$ cat config.mk
export PLATFORM = sky130hd
export DESIGN_NAME = erasure_bin_column
export DESIGN_NICKNAME = d
export VERILOG_FILES = /design/src/rtl/ebc_pkg.sv /design/src/rtl/ebc_bin.sv /design/src/rtl/erasure_bin_column.sv
export SDC_FILE = /design/constraint.sdc
export NUM_CORES = 1
export LEC_CHECK = 0
export BUFFER_PORTS_ARGS = -buffer_cell sky130_fd_sc_hd__buf_2
export CAP_MARGIN = 10
export CORE_UTILIZATION = 60
export DETAILED_ROUTE_END_ITERATION = 16
export GPL_TIMING_DRIVEN = 0
export PLACE_DENSITY = 0.78
export SYNTH_ARGS = -nofsm -noshare
export SYNTH_HDL_FRONTEND = slang
export SYNTH_SLANG_ARGS = --single-unit
$ cat constraint.sdc
create_clock -name clk -period 2.95 [get_ports clk]
set_clock_uncertainty 0.1 [all_clocks]
set_input_delay 0.1475 -clock clk [delete_from_list [all_inputs] [get_ports clk]]
set_output_delay 0.1475 -clock clk [all_outputs]
set_load 0.05 [all_outputs]
$ cat src/rtl/ebc_pkg.sv
package ebc_pkg;
    typedef enum logic [2:0] {
        BIN_IDLE,
        BIN_A,
        BIN_B,
        BIN_SHARED,
        BIN_CLASH
    } owner_t;
endpackage

$ cat src/rtl/ebc_bin.sv
module ebc_bin
    import ebc_pkg::*;
#(
    parameter int OFS_BITS = 3
) (
    input  logic                clk,
    input  logic                rst_n,
    input  logic                sel_a,
    input  logic                sel_b,
    input  logic                a_we,
    input  logic [OFS_BITS-1:0] a_ofs,
    input  logic [OFS_BITS-1:0] b_ofs,
    input  logic                a_wdata,
    output logic                bit_out,
    output owner_t              owner
);
    localparam int DEPTH = 1 << OFS_BITS;

    logic [DEPTH-1:0]    cells;
    logic [OFS_BITS-1:0] ofs_mux;
    logic                wr;

    always_comb begin
        owner = BIN_IDLE;
        unique case ({sel_a, sel_b})
            2'b00: owner = BIN_IDLE;
            2'b10: owner = BIN_A;
            2'b01: owner = BIN_B;
            2'b11: owner = (a_ofs == b_ofs) ? BIN_SHARED : BIN_CLASH;
        endcase
    end

    always_comb begin
        ofs_mux = (owner == BIN_B) ? b_ofs : a_ofs;
        wr      = a_we && (owner == BIN_A || owner == BIN_SHARED || owner == BIN_CLASH);
        bit_out = wr ? a_wdata : cells[ofs_mux];
    end

    always_ff @(posedge clk) begin
        if (!rst_n) begin
            cells <= '0;
        end else if (wr) begin
            cells[a_ofs] <= a_wdata;
        end
    end


    b_never_writes_chk: assert property (@(posedge clk) disable iff (!rst_n)
        !(sel_a && a_we) |=> $stable(cells));
endmodule

$ cat src/rtl/erasure_bin_column.sv
module erasure_bin_column
    import ebc_pkg::*;
#(
    parameter int BIN_BITS = 3,
    parameter int OFS_BITS = 3
) (
    input  logic                clk,
    input  logic                rst_n,
    input  logic                a_en,
    input  logic                a_we,
    input  logic [BIN_BITS-1:0] a_bin,
    input  logic [OFS_BITS-1:0] a_ofs,
    input  logic                a_wdata,
    input  logic                b_en,
    input  logic                b_we,
    input  logic [BIN_BITS-1:0] b_bin,
    input  logic [OFS_BITS-1:0] b_ofs,
    output logic                a_rdata,
    output logic                b_rdata,
    output logic                b_erase
);
    localparam int NBINS = 1 << BIN_BITS;

    logic [NBINS-1:0] bit_vec;
    owner_t           owner_vec [NBINS];
    owner_t           b_owner;
    logic             b_served;
    logic             b_lost;
    logic             b_we_unused;

    assign b_we_unused = b_we;

    for (genvar i = 0; i < NBINS; i++) begin : g_bin
        ebc_bin #(.OFS_BITS(OFS_BITS)) u_bin (
            .clk     (clk),
            .rst_n   (rst_n),
            .sel_a   (a_en && (a_bin == BIN_BITS'(i))),
            .sel_b   (b_en && (b_bin == BIN_BITS'(i))),
            .a_we    (a_we),
            .a_ofs   (a_ofs),
            .b_ofs   (b_ofs),
            .a_wdata (a_wdata),
            .bit_out (bit_vec[i]),
            .owner   (owner_vec[i])
        );
    end

    always_comb begin
        b_owner  = owner_vec[b_bin];
        b_served = 1'b0;
        b_lost   = 1'b0;
        if (b_en) begin
            unique case (b_owner)
                BIN_B, BIN_SHARED: b_served = 1'b1;
                BIN_CLASH:         b_lost   = 1'b1;
                default:           b_served = 1'b0;
            endcase
        end
    end

    always_ff @(posedge clk) begin
        if (!rst_n) begin
            a_rdata <= 1'b0;
            b_rdata <= 1'b0;
            b_erase <= 1'b0;
        end else begin
            a_rdata <= a_en && bit_vec[a_bin];
            b_rdata <= b_served && bit_vec[b_bin];
            b_erase <= b_lost;
        end
    end


    erase_cause_chk: assert property (@(posedge clk) disable iff (!rst_n)
        b_erase |-> $past(a_en && b_en && a_bin == b_bin && a_ofs != b_ofs));

    erase_zero_data_chk: assert property (@(posedge clk) disable iff (!rst_n)
        b_erase |-> !b_rdata);

    shared_cell_chk: assert property (@(posedge clk) disable iff (!rst_n)
        (a_en && b_en && a_bin == b_bin && a_ofs == b_ofs) |=> (b_rdata == a_rdata && !b_erase));

    b_idle_chk: assert property (@(posedge clk) disable iff (!rst_n)
        !b_en |=> (!b_erase && !b_rdata));
endmodule

==> summary by stage, run 1 <==
Drt
After detailed routing, the average wire length per cell comes to 24.9 µm. Summing over every cut layer, the via total after detailed routing is between 4000 and 5000. The final routed DRC violation total is 0. After detailed routing, the total wire length is roughly 16000 µm. Using the TritonRoute via totals, the vias-per-cell ratio works out to 7.35. The detail route stage leaves a number of antenna-violating nets equal to 0. The number of detailed-routing iterations run before antenna repair is 5. The detailed router finished its first iteration with 793 violations.

Setup path
Following the worst setup path forward leads to its endpoint at g_bin[3].u_bin.cells[5]. The start of the worst register-to-register path is g_bin[0].u_bin.cells[7]. The endpoint kind of the worst setup timing path is a register. The worst register-to-register path ends at a_rdata. The critical path goes through buf_2 -> clkbuf_1 -> nand2_1 -> nor2_1 -> nand3_1 -> a21boi_0. The critical path data required time is 3.14 ns. The data arrival time of the critical path is 2.59 ns. The most critical setup path has its startpoint at a_ofs[0]. In this run the number of cells on the critical path is 6. The worst reg2reg path depth is 7. The critical path contains buffers and inverters numbering 2 combined.

For this run, the slowest stage of the critical path takes 0.99 ns. Grouping stages by cell kind, the critical path spends the most delay in simple AND/OR/NAND/NOR gates. The maximum fanout count along the critical path is 10. The path type of the worst setup path is input pin to register. The worst reg-to-reg setup slack is between 0.7 and 0.8 ns. The highest-delay cell along the critical path is nor2_1. STA classifies the critical path startpoint as an input pin.

Yosys
The number of synthesized register bits is 67. In this run, synthesis inferred 0 flip-flops with an integrated enable. After synthesis, the share of flip-flops with an asynchronous set or reset is 0%. During synthesis, Yosys emitted a total of 0 warnings. After technology mapping, the gate count stands at 529. The synthesized area divided by synthesized cell count is 8.41 µm². Among all flip-flop cells after synthesis, the most frequent one is dfxtp_1. Summing the sequential cell areas from Yosys gives a little under a third of the chip area.

After synthesis the cells add up to roughly 0.0044 mm². Counting every net in the synthesized netlist gives 548. Synthesis instantiated 66 different standard cells from the library.

Floorplan
In this run the count of I/O pins placed on the die edge is 22. The placeable core region is 0.00721 mm². The row count is 31. The die covers 0.00776 mm². The overall die width is 88.1 µm.

Once the floorplan was initialized, standard cells occupied 61.6% of the core. The die span in y is 88.1 µm.

Layout
The number of antenna diodes in the final layout is 0. Cells with a size suffix above 1 make up 14.5% of the layout. The post-layout net count is about 570.

From synthesis to final layout, the design area changed by 9.14%.

Timing
Setup slack on the critical path of the routed design comes to 0.546 ns. The normalized max-slew margin is 19.8%. The ratio of final minimum period to clock period is between 80% and 90%. The count of final hold-check violations came to 0.

Setup repair after global routing left no endpoint under its margin. The top achievable clock speed is 0.416 GHz. Setup violations remaining at the end of the flow were counted as 0.

The measured slew at the worst slew-check pin is about 1.2 ns. The number of max-slew violations in the final report is 0. The clock period could shrink to 2.40 ns. Summed over all failing endpoints, the final setup total negative slack is 0 ns.

Status
The flow ran to the end, and the final reports show no timing, DRC or antenna violations.

Clock network
The clock root buffer master is clkbuf_8. The total CTS buffers is 9. The post-cts gate resize count is 0. No sink is reached through more buffers than the 2 on the longest clock path. The CTS tree is built.

The number of setup buffers added after CTS is 0. For this design, the sink count on the clock tree is 67. The clock tree synthesis step divided the H-tree into 3 levels. After clock tree synthesis, the clock-pin slew on the worst setup and hold paths is ~0.080 ns. The clock network latency to the later pin of the worst-skew pair is 0.37 ns.

Global route
The global routing usage on met2 is 63.9%. The pin count of the biggest net entering global routing is 13. Global routing used 13.4% of the available met3 tracks. The initial antenna violation count is 0.

The via count of the first global-routing pass came to 4414. Summed over all layers, the global routing overflow is 0. For this run, global-route usage on met1 was measured as 58.5%. The layer flagged by global routing as most heavily used is met2. The total global-route track usage is roughly 45%.

The first global-routing pass estimated about 25000 µm of wire.

Placed design
At the placement stage, the worst setup path has a slack of 0.362 ns. The count of buffers added on input and output ports is 14. Routability-driven placement finished with a final weighted congestion of 1.06. The placed wire-length estimate after detailed placement is 10900 µm.

Pwr
IR analysis of the VDD net gives a maximum drop of approximately 0.00025 V. The cell area power density is 418 mW/mm². After layout, the design draws a total of ~0.002 W. The static leakage is ~1.6 nW.

Job
The max-cap check violation count is 0.

Hold path
The min-delay analysis places its worst path in the category input pin to register.
## registers in the layout, indices dropped and copies added, names as in the netlist
register / count
b_erase: 1
g_bin.u_bin.cells: 64
b_rdata: 1
a_rdata: 1
## worst min path at each step
stage          cells after the start  slack, ns  endpoint  start
2_1_floorplan                      2       0.17   b_erase   b_en
3_3_place_gp                       3       0.35   b_erase   b_en
3_5_place_dp                       3       0.35   b_erase   b_en
4_1_cts                            4       0.10   a_rdata  rst_n
5_1_grt                            4       0.14   a_rdata  rst_n
6_report                           4       0.11   a_rdata  rst_n
## layout make-up
type	instances	area, µm²
clock inverters	7	68.8
well taps	99	124
flip-flops and latches	67	1340
repair buffers	15	80.1
inverters	5	18.8
fillers	655	2360
multi-input cells	417	2900
plain buffers	40	198
clock buffers	9	124
## worst min-delay path, delay by kind of cell
kind	cells	cell delay, ns
buf+inv	1	0.12
simple gates	2	0.19
compound gates	1	0.07
## repair_timing
item | 4_1_cts | 5_1_grt
endpoints found under the setup margin | 0 | 0
hold buffers | 1 | 0
hold endpoints to repair | 1 | 0
## kinds of logic (layout without fill, tap and decap cells)
logic type             after synthesis  in the layout  synth area share [%]
AO/OA/AOI/OAI                      176            176                  26.3
multiplexers                        44             44                  14.4
buffers and inverters               45             76                  4.87
XOR/XNOR                             6              6                  1.18
AND/OR/NAND/NOR                    191            191                  23.1
flip-flops                          67             67                  30.2
## synth_stat cells (3+ instances only)
cell type	instances	area, µm²
and2_1	4	25.0
o21ai_0	67	335
a211oi_1	5	37.5
nand2_1	37	139
nor3_1	7	35.0
a2111oi_0	3	26.3
buf_4	5	37.5
mux2_2	5	56.3
nor2b_1	11	68.8
nand2b_1	5	31.3
o2111ai_1	3	26.3
buf_1	5	18.8
mux2i_1	23	230
nand3_1	69	345
nand4_1	14	87.6
a31oi_1	4	25.0
mux4_2	15	338
a21boi_0	64	480
inv_1	4	15.0
a22oi_1	3	22.5
buf_2	11	55.1
a21oi_1	6	30.0
dfxtp_1	67	1340
a22o_1	3	26.3
clkbuf_1	17	63.8
nor2_1	16	60.1
xnor2_1	4	35.0
nand4b_1	3	26.3
## power by group
group	total, W	internal [W]	leakage (nW)	switching, W
registers	0.000909	0.000907	0.540	0.00000179
logic	0.000332	0.000102	0.956	0.000230
clock network	0.000786	0.000387	0.0950	0.000399
total	0.00203	0.00140	1.59	0.000631
## per-stage QoR
| stage | instances | hold slack [ns] | util, % | instance area (µm²) |
|---|---|---|---|---|
| floorplan | 529 | 0.170 | - | 4450 |
| global placement | 642 | 0.348 | 64.3 | 4640 |
| detailed placement | 642 | 0.352 | 64.5 | 4650 |
| CTS | 659 | 0.102 | 67.3 | 4850 |
| global route | 659 | 0.142 | 67.3 | 4850 |
| finish | 659 | 0.109 | 67.3 | 4850 |
## layout by cell type (no fill, tap or decap), types with 5 or more instances in the layout
master and instances:
a21oi_1 6, a21boi_0 64, nand3_1 69, dfxtp_1 67
nor2_1 16, mux2i_1 23, buf_2 25, clkbuf_8 9
mux2_2 5, nand2b_1 5, mux4_2 15, nor3_1 5
nor2b_1 11, nand4_1 14, nand2_1 37, a211oi_1 5
o21ai_0 67, buf_1 5, clkbuf_1 17, buf_4 5
## per-layer routing
metal  share of wire [%]  up-vias
li1                    -     2056
met1                  38     2309
met2                  42      383
met3                  14       93
met4                 6.9        0
met5                   0        -
Power figures use the tool's default switching activity.
==> run 2: changes to the inputs <==
Clock period 2.95 ns to 2.5 ns, I/O delays scaled along.
==> run 2 against run 1 <==
  * Worst setup slack lost 0.40 ns
  * Combinational power grew 17%
  * Design area did not move
==> summary by stage, run 2 (same netlist as run 1, synthesis figures left out) <==
Clock network
The post-cts gate resize count came to 0 (unchanged). The maximum number of buffers from clock root to sink was 2 (unchanged). The sink count of the clock tree was 67 (unchanged).

The clock edge transition at the registers on the reported setup and hold paths is 0.08 ns (about the same). The number of setup buffers added after CTS is 0 (unchanged). The number of H-tree levels was 3 (unchanged). The total CTS buffers came to 9 (unchanged).

The count of hold-fix buffers inserted at cts is 1 (unchanged). The CTS tree is built (unchanged). The clock root buffer master is clkbuf_8 (unchanged). The clock network latency to the later pin of the worst-skew pair is 0.37 ns (about the same).

Floorplan
The row count is 31 (unchanged). The number of primary I/O pins is 22 (unchanged). The placeable core region is 0.00721 mm² (unchanged).

The full die area is 0.00776 mm² (unchanged). The initial standard-cell utilization of the core came to 61.6% (unchanged). The overall die width was 88.1 µm (unchanged). The die span in y is 88.1 µm (unchanged).

Job
The max-cap check violation count was 0 (unchanged).

Timing
Setup repair after global routing missed its margin: false (unchanged). The post-route minimum period is 2.35 ns. Of the available clock period, the critical path in the final layout requires ~94%. The count of final hold-check violations is 0 (unchanged). The number of max-slew violations in the final report is 0 (unchanged).

Timing would allow up to 0.425 GHz. The measured slew at the worst slew-check pin is 1.22 ns (was 1.20 ns). The worst hold slack is 0.0891 ns (was 0.109 ns).

The count of final setup violators is 0 (unchanged). The post-route setup TNS is 0 ns (unchanged). The normalized max-slew margin is 18.6% (was 19.8%).

Placed design
The weighted congestion at the end of routability-driven global placement was 1.06 (unchanged). The cell count after placement is 642 (unchanged). The number of I/O port buffers was 14 (unchanged). The placed wire-length estimate after detailed placement is 10900 µm (unchanged).

Setup path
The critical path launch point type is an input pin (unchanged). The highest-delay cell along the critical path is nor2_1 (unchanged). The launching instance or port of the critical path is a_ofs[0] (unchanged). The start of the worst register-to-register path is g_bin[0].u_bin.cells[7] (unchanged). Crit path cell chain: buf_2 -> clkbuf_1 -> nand2_1 -> nor2_1 -> nand3_1 -> a21boi_0 (unchanged). The endpoint kind of the worst setup timing path is a register (unchanged). The path type of the worst setup path is input pin to register (unchanged). The critical path data required time came to 2.69 ns (was 3.14 ns). The highest cell delay on the worst timing path came to 1.01 ns (was 0.99 ns). The maximum fanout count along the critical path is 10 (unchanged). The data arrival time of the critical path was 2.54 ns (was 2.59 ns).

Pwr
The part of the total power dissipated in the clock network was 38.8% (about the same). The power share of the combinational group is 16.3% (was 16.4%). The worst vdd rail ir drop is 0.000297 V (was 0.000252 V).

The static leakage was 1.59 nW (unchanged). The cell-internal power is 0.00165 W (was 0.00140 W). The cell area power density is 492 mW/mm² (was 418 mW/mm²). The share of total power in sequential cells was 44.9% (about the same).

The post-route total power is 0.00239 W (was 0.00203 W). The net switching component of the power is 0.000743 W (was 0.000631 W). The switching power share of the total was 31.1% (about the same).

Layout
The flip-flop count of the largest register after layout is 64 (unchanged). The growth of design area from synthesis to finish is 9.14% (unchanged). Commonest cells after routing, fill and taps aside: nand3_1 (69), o21ai_0 (67), dfxtp_1 (67) (unchanged). The final antenna diode count is 0 (unchanged).

The post-layout net count is 574 (unchanged). The most common cell after layout, fill and taps aside is nand3_1 (unchanged). The final cell count without fillers is 659 (unchanged).

The final core area utilization was 67.3% (unchanged). The register ranked first by flip-flop count is g_bin.u_bin.cells (unchanged). The total of fill cells in the finished design came to 655 (unchanged).

The share of post-route cells with drive strength above 1 is 14.5% (unchanged).

Global route
The global-route wire length before repair came to 24700 µm (was 24600 µm). The total global-route track usage was 44.7% (was 44.5%). The pin count of the biggest net entering global routing is 13 (unchanged). The via count of the first global-routing pass is 4420 (was 4414). The total global routing overflow came to 0 (unchanged). The initial antenna violation count is 0 (unchanged).

Drt
The routed wire length is 16400 µm (about the same). The final routed DRC violation total is 0 (unchanged). The post-detailed-route count of antenna-violating nets was 0 (unchanged).

The number of detailed-routing iterations run before antenna repair is 5 (unchanged). The iteration-0 DRC count of the detailed router came to 752 (was 793). The overall via count from detail_route is 4782 (was 4841).

The average routed wire per standard cell is 24.9 µm (about the same). The routed via count divided by cell count is 7.26 (was 7.35).

Hold path
The path type of the worst min-delay path is input pin to register (unchanged). The start point of the worst min-delay path is rst_n (unchanged).

Status
Outcome: complete, no violations (unchanged).
## run 2: power groups by stage
stage	clock network [W]	logic [W]	registers, W
3_5_place_dp	0	0.000369	0.00110
6_report	0.000928	0.000390	0.00107
2_1_floorplan	0	0.000234	0.00111
5_1_grt	0.000970	0.000401	0.00107
4_1_cts	0.000925	0.000371	0.00107
3_3_place_gp	0	0.000364	0.00110
## run 2: path summary, 6_finish.rpt
path / to / slack (ns) / cells past startpoint
worst max-delay path: g_bin[3].u_bin.cells[5] / 0.15 / 6
worst min-delay path: a_rdata / 0.09 / 4
worst max register to register: a_rdata / 0.34 / 7
worst min register to register: g_bin[2].u_bin.cells[5] / 0.38 / 2
## run 2: metrics by stage
step	setup slack, ns	area [µm²]
2_1_floorplan	0.499	4450
6_report	0.148	4850
3_3_place_gp	-0.0790	4640
3_5_place_dp	-0.0651	4650
4_1_cts	0.249	4850
5_1_grt	0.0723	4850
## run 2: metal layers
metal | up-vias | part of all wire (%) | global-route usage, %
li1 | 2050 | - | -
met2 | 391 | 43 | 64.3
met1 | 2264 | 38 | 58.5
met5 | - | 0 | 0
met3 | 77 | 13 | 12.7
met4 | 0 | 6.1 | 29.0
## run 2: cell type report
cell class              count  area (µm²)  share of cell area [%]
inverters                   5        18.8                   0.387
plain buffers              40         198                    4.07
clock buffers               9         124                    2.55
well taps                  99         124                    2.55
repair buffers             15        80.1                    1.65
multi-input cells         417        2900                    59.7
flip-flops and latches     67        1340                    27.6
clock inverters             7        68.8                    1.42
## run 2: critical path, delay by kind of cell
kind | cells | cell delay, ns
and+or+nand+nor | 3 | 1.54
AOI/OAI and AO/OA | 1 | 0.23
buffers and inverters | 2 | 0.64
==> run 3: changes to the inputs <==
Settings changed: REMOVE_ABC_BUFFERS set to 1.
==> run 3 against run 2 <==
  * Power increased by 4.9%
  * Sequential share of layout area is 0.63 points higher
  * Core utilization decreased by 1.5 points
  * Global-route usage shrank 7.1 points
==> summary by stage, run 3 (same netlist as run 1, synthesis figures left out) <==
Clock network
The clock network latency to the later pin of the worst-skew pair is 0.36 ns (was 0.37 ns). The clock edge transition at the registers on the reported setup and hold paths is 0.08 ns (about the same). The sink count of the clock tree is 67 (unchanged).

The clock root buffer master is clkbuf_8 (unchanged). The CTS tree is built (unchanged). The number of H-tree levels is 3 (unchanged). The total CTS buffers is 9 (unchanged). The number of setup buffers added after CTS is 0 (unchanged). The maximum number of buffers from clock root to sink is 2 (unchanged).

Drt
The final routed DRC violation total was 0 (unchanged). The iteration-0 DRC count of the detailed router is 596 (was 752). The routed wire length is 14200 µm (was 16400 µm). The routed via count divided by cell count was 7.25 (was 7.26). The post-detailed-route count of antenna-violating nets is 0 (unchanged). The overall via count from detail_route is 4544 (was 4782). The average routed wire per standard cell is 22.7 µm (was 24.9 µm). The number of detailed-routing iterations run before antenna repair is 5 (unchanged).

Global route
The total global-route track usage was 37.6% (was 44.7%). The via count of the first global-routing pass is 4091 (was 4420). The total global routing overflow is 0 (unchanged). The initial antenna violation count is 0 (unchanged). The global-route wire length before repair came to 21700 µm (was 24700 µm).

The pin count of the biggest net entering global routing is 74 (was 13).

Setup path
The critical path launch point type is an input pin (unchanged). The endpoint kind of the worst setup timing path is a register (unchanged). The maximum fanout count along the critical path is 7 (was 10). The worst reg-to-reg setup slack is 0.44 ns (was 0.34 ns). The critical path data required time is 2.68 ns (was 2.69 ns).

The worst reg2reg path depth is 7 (unchanged). The endpoint of the worst register-to-register path is a_rdata (unchanged). The highest cell delay on the worst timing path is 0.53 ns (was 1.01 ns). The count of buffering cells on the critical path with inverters included is 2 (unchanged). The highest-delay cell along the critical path was dlygate4sd3_1 (was nor2_1). The start of the worst register-to-register path is g_bin[6].u_bin.cells[1] (was g_bin[0].u_bin.cells[7]). The data arrival time of the critical path is 2.55 ns (was 2.54 ns). The path type of the worst setup path is input pin to register (unchanged). Crit path cell chain: dlygate4sd3_1 -> buf_2 -> nand2_1 -> nor3_4 -> mux2_4 -> mux2i_1 -> a211oi_2 -> a31oi_1 -> nor3_1 (was buf_2 -> clkbuf_1 -> nand2_1 -> nor2_1 -> nand3_1 -> a21boi_0). The cell family contributing the most delay on the critical path is simple AND/OR/NAND/NOR gates (unchanged).

Timing
The count of final setup violators is 0 (unchanged). Setup repair after global routing missed its margin: false (unchanged). The ratio of final minimum period to clock period is 94.7% (was 94.1%). The post-route minimum period is 2.37 ns (was 2.35 ns). The normalized max-slew margin is 9.15% (was 18.6%). The top achievable clock speed is 0.422 GHz (was 0.425 GHz).

The worst hold slack is 0.0452 ns (was 0.0891 ns). The number of max-slew violations in the final report was 0 (unchanged). The count of final hold-check violations is 0 (unchanged). The measured slew at the worst slew-check pin came to 1.36 ns (was 1.22 ns). The post-route setup TNS came to 0 ns (unchanged).

Placed design
The placed wire-length estimate after detailed placement is 8840 µm (was 10900 µm). The cell count after placement is 609 (was 642). The weighted congestion at the end of routability-driven global placement came to 0.953 (was 1.06). The number of I/O port buffers is 20 (was 14).

Status
Outcome: complete, no violations (unchanged).

Layout
The final cell count without fillers came to 627 (was 659). The register ranked first by flip-flop count is g_bin.u_bin.cells (unchanged). The total of fill cells in the finished design is 613 (was 655). Commonest cells after routing, fill and taps aside: nand3_1 (69), o21ai_0 (67), dfxtp_1 (67) (unchanged). The area taken by multi-input logic gates is 0.00289 mm² (was 0.00290 mm²). The most common cell after layout, fill and taps aside was nand3_1 (unchanged).

The growth of design area from synthesis to finish came to 6.70% (was 9.14%). The area used by sequential logic in the layout was 0.00134 mm² (unchanged). The share of post-route cells with drive strength above 1 is 13.3% (was 14.5%). The final antenna diode count is 0 (unchanged). The flip-flop count of the largest register after layout came to 64 (unchanged).

The post-layout net count came to 542 (was 574).

Pwr
The part of the total power dissipated in the clock network is 43.3% (was 38.8%). The share of total power in sequential cells is 42.8% (was 44.9%). The worst vdd rail ir drop was 0.000287 V (was 0.000297 V).

The net switching component of the power is 0.000711 W (was 0.000743 W). The static leakage is 1.54 nW (was 1.59 nW). The power share of the combinational group is 14.0% (was 16.3%). The switching power share of the total is 28.4% (was 31.1%).

The cell area power density was 529 mW/mm² (was 492 mW/mm²). The cell-internal power is 0.00180 W (was 0.00165 W).

Hold path
The worst hold path depth is 3 (was 4). The hold path endpoint is b_erase (was a_rdata). The start point of the worst min-delay path is a_en (was rst_n). The path type of the worst min-delay path is input pin to register (unchanged).

Floorplan
The full die area is 0.00776 mm² (unchanged). The row count is 31 (unchanged). The overall die width is 88.1 µm (unchanged).

The die span in y came to 88.1 µm (unchanged). The number of primary I/O pins is 22 (unchanged). The placeable core region is 0.00721 mm² (unchanged). The initial standard-cell utilization of the core came to 61.6% (unchanged).

Job
The max-cap check violation count is 0 (unchanged).
[run 3: cell types whose count changed in the layout (fill, tap and decap cells not counted)]
cell	delta
buf_1	-5
buf_2	-6
buf_4	-4
buf_6	-1
bufinv_16	+1
clkbuf_1	-17
clkbuf_4	+1
clkbuf_8	+2
clkinv_2	-3
clkinv_4	-1
inv_6	+1
nor3_1	+1
nor3_2	-1
[run 3: metrics by stage]
step	setup WS [ns]	area [µm²]	total power, W	util [%]
2_1_floorplan	0.629	4250	0.00126	-
3_3_place_gp	-0.662	4470	0.00142	62.0
3_5_place_dp	-0.362	4490	0.00143	62.2
4_1_cts	0.00127	4730	0.00249	65.6
5_1_grt	0.00455	4740	0.00256	65.8
6_report	0.132	4740	0.00251	65.8
[run 3: timing repair]
action / CTS / global route
gates resized for setup: 0 / 1
setup endpoints to repair: 0 / 26
endpoints found under the hold margin: 1 / 0
hold buffers: 1 / 0
[run 3: layer usage]
layer | vias up | global-route usage, % | wire length [µm]
met5 | - | 0 | 0
met4 | 0 | 23.2 | 725
met3 | 64 | 7.45 | 1510
met2 | 318 | 54.5 | 5940
met1 | 2176 | 51.5 | 6060
li1 | 1986 | - | -
[run 3: power groups by stage]
| stage | clock [W] | sequential [W] | combinational, W |
|---|---|---|---|
| finish | 0.00109 | 0.00107 | 0.000350 |
| global route | 0.00112 | 0.00107 | 0.000364 |
| CTS | 0.00108 | 0.00107 | 0.000334 |
| detailed placement | 0 | 0.00110 | 0.000332 |
| global placement | 0 | 0.00110 | 0.000325 |
| floorplan | 0 | 0.00111 | 0.000155 |
[run 3: layout make-up]
class	instances	area share, %
Sequential cell	67	28.3
Clock buffer	11	3.19
Tap cell	99	2.61
Multi-Input combinational cell	417	61.0
Timing Repair Buffer	23	2.77
Inverter	5	0.396
Clock inverter	5	1.77
[run 3: tightest hold or removal path, cell delays in order]
cell	delay, ns
buf_2	0.16
nand4_1	0.12
nor2_1	0.05
[run 3: worst max-delay path by stage]
stage,start,to,slack (ns),depth (start not counted)
floorplan,g_bin[5].u_bin.cells[7],a_rdata,0.63,7
global placement,a_ofs[1],g_bin[5].u_bin.cells[2],-0.66,5
detailed placement,a_ofs[2],a_rdata,-0.36,8
CTS,a_ofs[2],a_rdata,0.001,8
global route,b_en,a_rdata,0.005,9
finish,b_en,b_rdata,0.13,9
